## config.mk

```make
export PLATFORM = sky130hd
export DESIGN_NAME = cal_day_reg
export DESIGN_NICKNAME = d
export VERILOG_FILES = /design/src/rtl/cal_pkg.sv /design/src/rtl/cal_month_len.sv /design/src/rtl/cal_next_day.sv /design/src/rtl/cal_state_reg.sv /design/src/rtl/cal_day_reg.sv
export SDC_FILE = /design/constraint.sdc
export NUM_CORES = 1
export LEC_CHECK = 0
export BUFFER_PORTS_ARGS = -buffer_cell sky130_fd_sc_hd__buf_2
export CORE_AREA = 2 2 41 62
export CTS_CLUSTER_SIZE = 10
export DETAILED_ROUTE_END_ITERATION = 6
export DIE_AREA = 0 0 43 64
export GPL_TIMING_DRIVEN = 0
export PLACE_DENSITY = 0.73
export SETUP_SLACK_MARGIN = 0.2
export SKIP_CTS_REPAIR_TIMING = 1
export SLEW_MARGIN = 20
export SYNTH_ARGS = -nofsm -noshare
export SYNTH_HDL_FRONTEND = slang
export SYNTH_HIERARCHICAL = 1
export SYNTH_SLANG_ARGS = --single-unit
```

## constraint.sdc

```tcl
create_clock -name clk -period 2.3 [get_ports clk]
set_input_delay 0.115 -clock clk [delete_from_list [all_inputs] [get_ports clk]]
set_output_delay 0.115 -clock clk [all_outputs]
set_load 0.02 [all_outputs]
```

## src/rtl/cal_pkg.sv

```systemverilog
package cal_pkg;
  localparam int MON_W     = 4;
  localparam int DOM_W     = 5;
  localparam int DOW_W     = 3;
  localparam int YEAR_MON  = 12;
  localparam int WEEK_DAYS = 7;
  localparam int LAST_DOW  = WEEK_DAYS - 1;

  typedef struct packed {
    logic [MON_W-1:0] month;
    logic [DOM_W-1:0] day;
    logic [DOW_W-1:0] dow;
  } cal_date_t;

  localparam cal_date_t CAL_RESET = '{month: MON_W'(1), day: DOM_W'(1), dow: DOW_W'(0)};
endpackage

```

## src/rtl/cal_month_len.sv

```systemverilog
module cal_month_len
  import cal_pkg::*;
(
  input  logic [MON_W-1:0] month_i,
  output logic [DOM_W-1:0] len_o
);
  always_comb begin
    case (month_i)
      MON_W'(2):                                   len_o = DOM_W'(28);
      MON_W'(4), MON_W'(6), MON_W'(9), MON_W'(11): len_o = DOM_W'(30);
      default:                                     len_o = DOM_W'(31);
    endcase
  end
endmodule

```

## src/rtl/cal_next_day.sv

```systemverilog
module cal_next_day
  import cal_pkg::*;
(
  input  cal_date_t today_i,
  output cal_date_t tomorrow_o
);
  logic [DOM_W-1:0] month_len;
  logic             month_end;

  cal_month_len u_len (
    .month_i (today_i.month),
    .len_o   (month_len)
  );

  assign month_end = (today_i.day >= month_len);

  always_comb begin
    tomorrow_o = today_i;
    if (month_end) begin
      tomorrow_o.day = DOM_W'(1);
      if (today_i.month >= MON_W'(YEAR_MON)) tomorrow_o.month = MON_W'(1);
      else                                   tomorrow_o.month = today_i.month + MON_W'(1);
    end else begin
      tomorrow_o.day = today_i.day + DOM_W'(1);
    end
    if (today_i.dow >= DOW_W'(LAST_DOW)) tomorrow_o.dow = DOW_W'(0);
    else                                 tomorrow_o.dow = today_i.dow + DOW_W'(1);
  end
endmodule

```

## src/rtl/cal_state_reg.sv

```systemverilog
module cal_state_reg
  import cal_pkg::*;
(
  input  logic      clk,
  input  logic      rst_n,
  input  logic      load_i,
  input  cal_date_t load_val_i,
  input  logic      adv_i,
  input  cal_date_t next_val_i,
  output cal_date_t date_o
);
  cal_date_t date_q;
  cal_date_t date_d;
  logic      date_en;

  always_comb begin
    date_en = load_i | adv_i;
    if (load_i) date_d = load_val_i;
    else        date_d = next_val_i;
  end

  always_ff @(posedge clk or negedge rst_n) begin
    if (!rst_n)       date_q <= CAL_RESET;
    else if (date_en) date_q <= date_d;
  end

  assign date_o = date_q;
endmodule

```

## src/rtl/cal_day_reg.sv

```systemverilog
module cal_day_reg
  import cal_pkg::*;
(
  input  logic             clk,
  input  logic             rst_n,
  input  logic             load_i,
  input  logic [MON_W-1:0] load_month_i,
  input  logic [DOM_W-1:0] load_day_i,
  input  logic [DOW_W-1:0] load_dow_i,
  input  logic             adv_i,
  output logic [MON_W-1:0] month_o,
  output logic [DOM_W-1:0] day_o,
  output logic [DOW_W-1:0] dow_o,
  output logic             sunday_o
);
  cal_date_t today;
  cal_date_t tomorrow;
  cal_date_t load_val;

  assign load_val = '{month: load_month_i, day: load_day_i, dow: load_dow_i};

  cal_next_day u_next (
    .today_i    (today),
    .tomorrow_o (tomorrow)
  );

  cal_state_reg u_reg (
    .clk        (clk),
    .rst_n      (rst_n),
    .load_i     (load_i),
    .load_val_i (load_val),
    .adv_i      (adv_i),
    .next_val_i (tomorrow),
    .date_o     (today)
  );

  assign month_o  = today.month;
  assign day_o    = today.day;
  assign dow_o    = today.dow;
  assign sunday_o = (today.dow == DOW_W'(0));
endmodule

```

==> Yosys cells after proc, flatten, opt, wreduce, memory -nomap -nowiden <==
Cells that the tools add are included.
{ "totals": {"input_bits": 16, "wordCells": 25, "output_inout_bits": 13, "reg_bits": 12} }
{ "classes": {"eq_ne": 5, "add_sub_neg": 3, "bitwise_logic": 1, "magnitude_cmp": 3, "n_reduce_logical": 4, "mux": 6} }
{ "op_table": {"columns": ["op", "count"], "rows": [
  ["two-way mux 12 bit", 1],
  ["equality test 4 x 3 -> 1 bit (second input constant)", 2],
  ["equality test 4 bit (second input constant)", 2],
  ["two-way mux 4 bit", 2],
  ["adder 5 x 1 -> 5 bit (second input constant)", 1],
  [">= comparator 5 bit", 1],
  ["two-way mux 5 bit", 1],
  ["adder 4 x 1 -> 4 bit (second input constant)", 1],
  ["equality test 4 x 2 -> 1 bit (second input constant)", 1],
  [">= comparator 4 bit (second input constant)", 1],
  ["one-hot mux 2 bit (2 select lines)", 1],
  ["OR reduction 4 bit", 1],
  ["adder 3 x 1 -> 3 bit (second input constant)", 1],
  [">= comparator 3 bit (second input constant)", 1],
  ["zero test 3 bit", 1],
  ["two-way mux 3 bit", 1],
  ["AND reduction 2 bit", 1],
  ["nonzero test 2 bit", 1],
  ["bitwise OR 1 bit", 1]
]} }

==> Depth between registers and ports, before layout <==
Gate-level depths: netlist (run 1).
{ "logic_depth": {"word_depth": 6, "mapped_depth": 10, "mapped_depth_nobuf": 9} }

==> Cells and area by module <==
Netlist (run 1), hierarchy kept.
{ "modules_own_cells": {"columns": ["mod", "area_each_um2", "instances", "seq_area_each_um2", "cells_per_inst"], "rows": [
  ["cal_state_reg", 553.0, 1, 302.8, 51],
  ["cal_next_day", 364.1, 1, 0.0, 48],
  ["cal_month_len", 57.6, 1, 0.0, 8],
  ["cal_day_reg", 10.0, 1, 0.0, 1]
]} }

==> Worst setup path after synthesis (run 1) <==
No wires, ideal clock.
{ "synth_timing": {"kind": "register to register", "from": "register u_reg.date_q (netlist bit u_reg/date_o[11])", "to": "register u_reg.date_q (netlist bit u_reg/date_o[9])", "required_ns": 2.176, "setup_ns": 0.124, "stages_incl_launch_ff": 11, "period_less_slack_ns": 2.387, "t_arrival_ns": 2.263, "path_slack_ns": -0.087, "n_path_buf": 1, "cell_sequence": "dfrtp_1 -> or4b_1 -> inv_1 -> ha_1 -> nand4_1 -> o22ai_2 -> or2_1 -> buf_6 -> mux2_4 -> mux2i_1 -> o21ai_1"} }
{ "synth_between": {"elab_chain_len": 6, "elab_cells_between_ends": 14, "cone_classes": "order compare: 2; eq/ne: 5; mux: 4; reduce/logical: 3"} }
{ "synth_rtl": {"columns": ["item", "line", "rtl"], "rows": [
  ["start: declaration", "cal_state_reg.sv:12", "cal_date_t date_q;"],
  ["start signal: assignment", "cal_state_reg.sv:24", "else if (date_en) date_q <= date_d;"],
  ["equality test 4 x 3 -> 1 bit / equality test 4 bit (equally long branches)", "cal_month_len.sv:8", "case (month_i)"],
  ["OR reduction 4 bit", "cal_month_len.sv:8", null],
  ["one-hot mux 2 bit (2 select lines) (*)", "cal_month_len.sv:8", null],
  ["net u_next.month_len[1]", "cal_next_day.sv:7", "logic [DOM_W-1:0] month_len;"],
  [">= comparator 5 bit (*)", "cal_next_day.sv:15", "assign month_end = (today_i.day >= month_len);"],
  ["nonzero test 2 bit (no line) (*)", null, null],
  ["AND reduction 2 bit (no line) (*)", null, null]
]} }
The timed path passes the listed nets; every way through them passes the cells marked *. The select of a mux whose other input is x is not followed.
A chain may end at the register's enable or synchronous reset.

==> Worst setup path in the final report (run 1) <==
{ "layout_timing": {"from": "register u_reg.date_q (netlist bit u_reg/date_o[10])", "to": "register u_reg.date_q (netlist bit u_reg/date_o[9])"} }
Same word-level chain as after synthesis.

==> results of run 1 <==
==> where the power goes <==
group	total, mW	leakage, nW	switching [mW]	internal [mW]
registers	0.290	0.140	0.0467	0.244
clock network	0.137	0.0150	0.0697	0.0672
logic	0.390	0.532	0.193	0.196
==> layout make-up <==
type	instances	area share, %
multi-input combinational	86	50.14
sequential	12	23.54
timing repair buffer	37	16.43
buffer	7	4.227
tap	23	2.209
clock buffer	4	2.017
inverter	5	1.441
==> per-layer routing <==
layer | global-route usage (%) | routed length [um]
met4 | 6.818 | 33
met2 | 30.87 | 1189
met1 | 18.23 | 915
met3 | 0.8475 | 73
met5 | 0 | 0
==> kinds of logic (layout without fill, tap and decap cells) <==
group,count (synthesis),after routing,share of synthesized area (%)
xor gates and xnor gates,3,3,2.669
other,1,3,0.3808
adders and majority gates,8,8,10.17
muxes,15,15,16.01
AOI/OAI and AO/OA,24,24,15.88
buffers and inverters,12,53,7.497
DFF,12,12,30.75
and+or+nand+nor,33,33,16.65
==> stage by stage <==
| stage | TNS [ns] | std cells | utilization, % |
|---|---|---|---|
| 4_1_cts | -0.2258 | 165 | 53.91 |
| 3_3_place_gp | -0.1291 | 161 | 52.72 |
| 3_5_place_dp | -0.2022 | 161 | 52.72 |
| 2_1_floorplan | -0.04233 | 110 | - |
| 6_report | -0.3634 | 174 | 59.01 |
| 5_1_grt | -1.249 | 174 | 59.01 |
==> worst max-delay path by stage <==
stage | slack [ns] | cells after the start | end
2_1_floorplan | -0.04 | 10 | u_reg/date_o[9]
3_3_place_gp | -0.1 | 10 | u_reg/date_o[9]
3_5_place_dp | -0.15 | 10 | u_reg/date_o[9]
4_1_cts | -0.16 | 10 | u_reg/date_o[9]
5_1_grt | -0.23 | 10 | u_reg/date_o[9]
6_report | -0.12 | 10 | u_reg/date_o[9]
==> critical path, cell delays in order (launching register included) <==
cell     delay, ns
dfrtp_2       0.44
or4b_1        0.50
inv_1         0.07
ha_1          0.21
nand4_1       0.08
o22ai_2       0.10
or2_1         0.22
buf_6         0.13
mux2_4        0.29
mux2i_2       0.16
o21ai_1       0.08
==> placed cells by master (no fill, tap or decap), types with 3 or more instances in the layout <==
cell type and n:
a21boi_0 3, buf_2 30, buf_4 10, buf_6 3, clkbuf_4 3, conb_1 3
dfrtp_1 7, dfrtp_2 3, ha_1 8, inv_1 5, mux2i_1 11, nand2_1 15
nor2_1 4, nor2_4 3, o21ai_1 11
==> flow_metrics.py, run 1 <==
metrics = {
    "routing": {
        "wl_per_cell_um": 12.71,
        "first_pass_iters": 4,
        "vias_per_cell": 5.063,
        "drt_iter0_markers": 17,
        "routed_wirelength_um": 2212,
        "post-route-drc-count": 0,
        "postRouteAntennaNets": 0,
        "num_vias": 881,
    },
    "sta": {
        "max_freq_mhz": 413.8,
        "holdWs_ns": 0.04831,
        "setup_viol": 6,
        "period_minus_slack_ns": 2.416,
        "finalCritPeriodShare_pct": 105.1,
        "rsz0062_at_grt": "true",
        "hold_viol": 0,
        "timing.final.max_slew_violations": 0,
        "setup_slack_ns": -0.1165,
        "fin_skew_ns": 0.003807,
    },
    "worst_setup_path": {
        "crit_arrival_ns": 2.57,
        "crit_fanout": 6,
        "crit_start": "u_reg/date_o[10]",
        "r2r_slack_ns": -0.12,
        "r2r-end": "u_reg/date_o[9]",
        "critPathCaptureType": "flop",
        "reg2regPathDepth": 10,
        "path_class": "flop to flop",
        "cp_data_required_time_ns": 2.45,
        "critPathLaunchType": "flop",
        "r2r-start": "u_reg/date_o[10]",
    },
    "power": {
        "power.leakage_nw": 0.6870,
        "ir_drop_v": 0.0003875,
        "power_density_nw_per_um2": 627.4,
        "power_mw": 0.8172,
    },
    "logic_synthesis": {
        "seq_area_frac_synth_pct": 30.75,
        "synth-seq-cells": 12,
        "syn_area_um2": 984.7,
        "synth_warnings": 6,
        "synth_area_leader_cell": "dfrtp_1",
        "yosys-top-cells-area": "dfrtp_1, mux2i_1, ha_1",
        "synth-main-ff-cell": "dfrtp_1",
        "yosysTopAreaCellShare_pct": 25.41,
        "avgSynthCellArea_um2": 9.118,
        "yosysMostFrequentCell": "nand2_1",
        "async_flop_share_pct": 100.0,
        "synth_cells": 108,
        "synth-edff-count": 0,
        "synthDistinctLibCells": 36,
        "synth_common_cells": "nand2_1, mux2i_1, dfrtp_1, o21ai_1, ha_1",
    },
    "floorplanning": {
        "num_rows": 21,
        "core_region_area_um2": 2207,
        "fp.dieH_um": 64,
        "start_util_pct": 44.61,
        "die-area_um2": 2752,
        "fp.dieW_um": 43,
        "ios": 29,
    },
    "finish": {
        "final_area_um2": 1303,
        "num_antenna_cells": 0,
        "layout.nets": 176,
        "area_growth_pct": 32.27,
        "regArea_um2": 306.5,
        "drive_gt1_share_pct": 43.71,
        "largest_register_ffs": 12,
        "multiInputGateArea_um2": 653.1,
        "fillers": 209,
    },
    "hold_path": {
        "hold_path.class": "input pin to flop",
        "whs_path_depth": 3,
        "holdPathEnd": "u_reg/date_o[6]",
        "worstHoldStart": "load_day_i[3]",
    },
    "placement": {
        "port_buffers": 28,
        "place_area_um2": 1164,
        "hpwl_um": 1625,
        "dpl_worst_slack_ns": -0.1480,
        "gp_congestion": 0.7092,
    },
    "clocking": {
        "root_buffer": "clkbuf_4",
        "htree_levels": 1,
        "cts_tree": "built",
        "clockBufferDepth": 2,
        "clkSinkCount": 12,
        "clk-insertion-delay-late_ns": 0.27,
        "cts.clk_slew.worst_paths_ns": 0.08,
        "cts_buffers": 3,
    },
    "global_routing": {
        "antenna_found_initial": 0,
        "grt_max_degree": 13,
        "grt_pass1_wl_um": 3539,
        "track_usage_pct": 16.34,
        "grt_overflow": 0,
        "grt_pass1_vias": 839,
    },
    "job": {
        "maxCapViolCount": 0,
    },
    "outcome": {
        "violations": "negative setup slack",
        "outcome": "complete, but fails checks",
    },
}
Note: power is estimated with default switching activity, not from simulation.
==> run 2: changes to the inputs <==
PLACE_DENSITY = 0.83   (was 0.73)
==> run 2 against run 1 <==
Against the previous run: the flow still finishes with violations (negative setup slack); worst hold slack better by 0.0039 ns; sequential share of layout area up 0.37 points; critical path depth did not move.
==> flow_metrics.py, run 2 (same netlist as run 1, synthesis figures left out) <==
metrics = {
    "outcome": {
        "outcome": "complete, but fails checks",
        "violations": "negative setup slack",
    },
    "sta": {
        "setup_viol": 3,
        "setup_slack_ns": -0.1290,
        "max_freq_mhz": 411.7,
        "rsz0062_at_grt": "true",
        "holdWs_ns": 0.05219,
        "hold_viol": 0,
        "timing.final.max_slew_violations": 0,
        "fin_skew_ns": 0.004151,
        "finalCritPeriodShare_pct": 105.6,
        "period_minus_slack_ns": 2.429,
    },
    "finish": {
        "drive_gt1_share_pct": 43.33,
        "num_antenna_cells": 0,
        "mostFrequentLayoutCell": "buf_2",
        "layout.nets": 175,
        "largest_register_ffs": 12,
        "mostFrequentLayoutCells": "buf_2, nand2_1, mux2i_1, o21ai_1, buf_4",
        "area_growth_pct": 30.24,
    },
    "global_routing": {
        "grt_overflow": 0,
        "antenna_found_initial": 0,
        "grt_max_degree": 13,
        "grt_pass1_wl_um": 3684,
        "grt_pass1_vias": 860,
        "track_usage_pct": 17.10,
    },
    "clocking": {
        "clk-insertion-delay-late_ns": 0.27,
        "cts.clk_slew.worst_paths_ns": 0.07,
        "cts_tree": "built",
        "clockBufferDepth": 2,
        "htree_levels": 1,
        "cts_buffers": 3,
        "root_buffer": "clkbuf_4",
        "clkSinkCount": 12,
    },
    "routing": {
        "postRouteAntennaNets": 0,
        "num_vias": 908,
        "first_pass_iters": 4,
        "vias_per_cell": 5.249,
        "routed_wirelength_um": 2302,
        "drt_iter0_markers": 18,
        "wl_per_cell_um": 13.31,
        "post-route-drc-count": 0,
    },
    "power": {
        "pwr-share-seq_pct": 36.3,
        "p_clk_share_pct": 16.8,
        "combPwrFrac_pct": 46.9,
        "power_density_nw_per_um2": 624.5,
        "switching_share_pct": 38.03,
        "p_switching_mw": 0.3046,
        "power_mw": 0.8010,
        "intPower_mw": 0.4963,
        "power.leakage_nw": 0.6852,
        "ir_drop_v": 0.0003750,
    },
    "floorplanning": {
        "die-area_um2": 2752,
        "num_rows": 21,
        "fp.dieW_um": 43,
        "core_region_area_um2": 2207,
        "fp.dieH_um": 64,
        "start_util_pct": 44.61,
        "ios": 29,
    },
    "worst_setup_path": {
        "r2r_slack_ns": -0.13,
        "path_class": "flop to flop",
        "critPathLaunchType": "flop",
        "cp_data_required_time_ns": 2.45,
        "crit_arrival_ns": 2.58,
        "critPathCaptureType": "flop",
        "crit_fanout": 6,
    },
    "job": {
        "maxCapViolCount": 0,
    },
    "hold_path": {
        "hold_path.class": "input pin to flop",
    },
    "placement": {
        "hpwl_um": 1669,
        "port_buffers": 28,
        "gp_congestion": 0.7020,
    },
}
==> run 2: cell type report <==
cell class	count	area, um2
inverter	5	18.77
tap	23	28.78
sequential	12	306.5
timing repair buffer	36	207.7
clock buffer	4	26.28
multi-input combinational	86	639.4
buffer	7	55.05
fill	213	924.6
==> run 2: final timing paths <==
kind / from / endpoint / depth (start not counted)
setup / recovery: u_reg/date_o[10] / u_reg/date_o[9] / 10
hold / removal: load_month_i[0] / u_reg/date_o[8] / 3
setup reg to reg: u_reg/date_o[10] / u_reg/date_o[9] / 10
hold reg to reg: u_reg/date_o[3] / u_reg/date_o[3] / 2
max in group asynchronous: rst_n / u_reg/date_o[3] / 2
min in group asynchronous: rst_n / u_reg/date_o[4] / 2
==> run 2: power by group through the flow <==
stage               clock [mW]  sequential (mW)  combinational [mW]
global placement             0            0.294               0.303
global route             0.144            0.298               0.413
detailed placement           0            0.296               0.318
floorplan                    0            0.322               0.199
finish                   0.135            0.291               0.376
CTS                      0.137            0.293               0.318
==> run 2: worst max-delay path: stages (launching register included) <==
cell and delay, ns:
dfrtp_2 0.43, or4b_1 0.50, inv_1 0.06, ha_1 0.22, nand4_1 0.09, o22ai_2 0.10
or2_1 0.23, buf_6 0.13, mux2_4 0.30, mux2i_2 0.17, o21ai_1 0.08
==> run 2: routing by layer <==
layer	wire length [um]	GRT usage (%)	share of wire, %	vias to the layer above
met2	1264	30.68	55	20
met5	0	0	0	-
met4	19	8.333	0.83	0
li1	-	-	-	456
met1	924	19.89	40	430
met3	93	1.130	4.0	2
==> run 2: metrics by stage <==
step / cell area, um2 / std cells / worst slack, ns / TNS, ns / util [%]
final: 1282 / 173 / -0.1290 / -0.1868 / 58.11
after global routing: 1282 / 173 / -0.2261 / -0.7867 / 58.11
after CTS: 1190 / 165 / -0.1375 / -0.2702 / 53.91
after detailed placement: 1164 / 161 / -0.1226 / -0.2332 / 52.72
after global placement: 1164 / 161 / -0.09063 / -0.1153 / 52.72
after floorplan: 994.7 / 110 / -0.04233 / -0.04233 / -
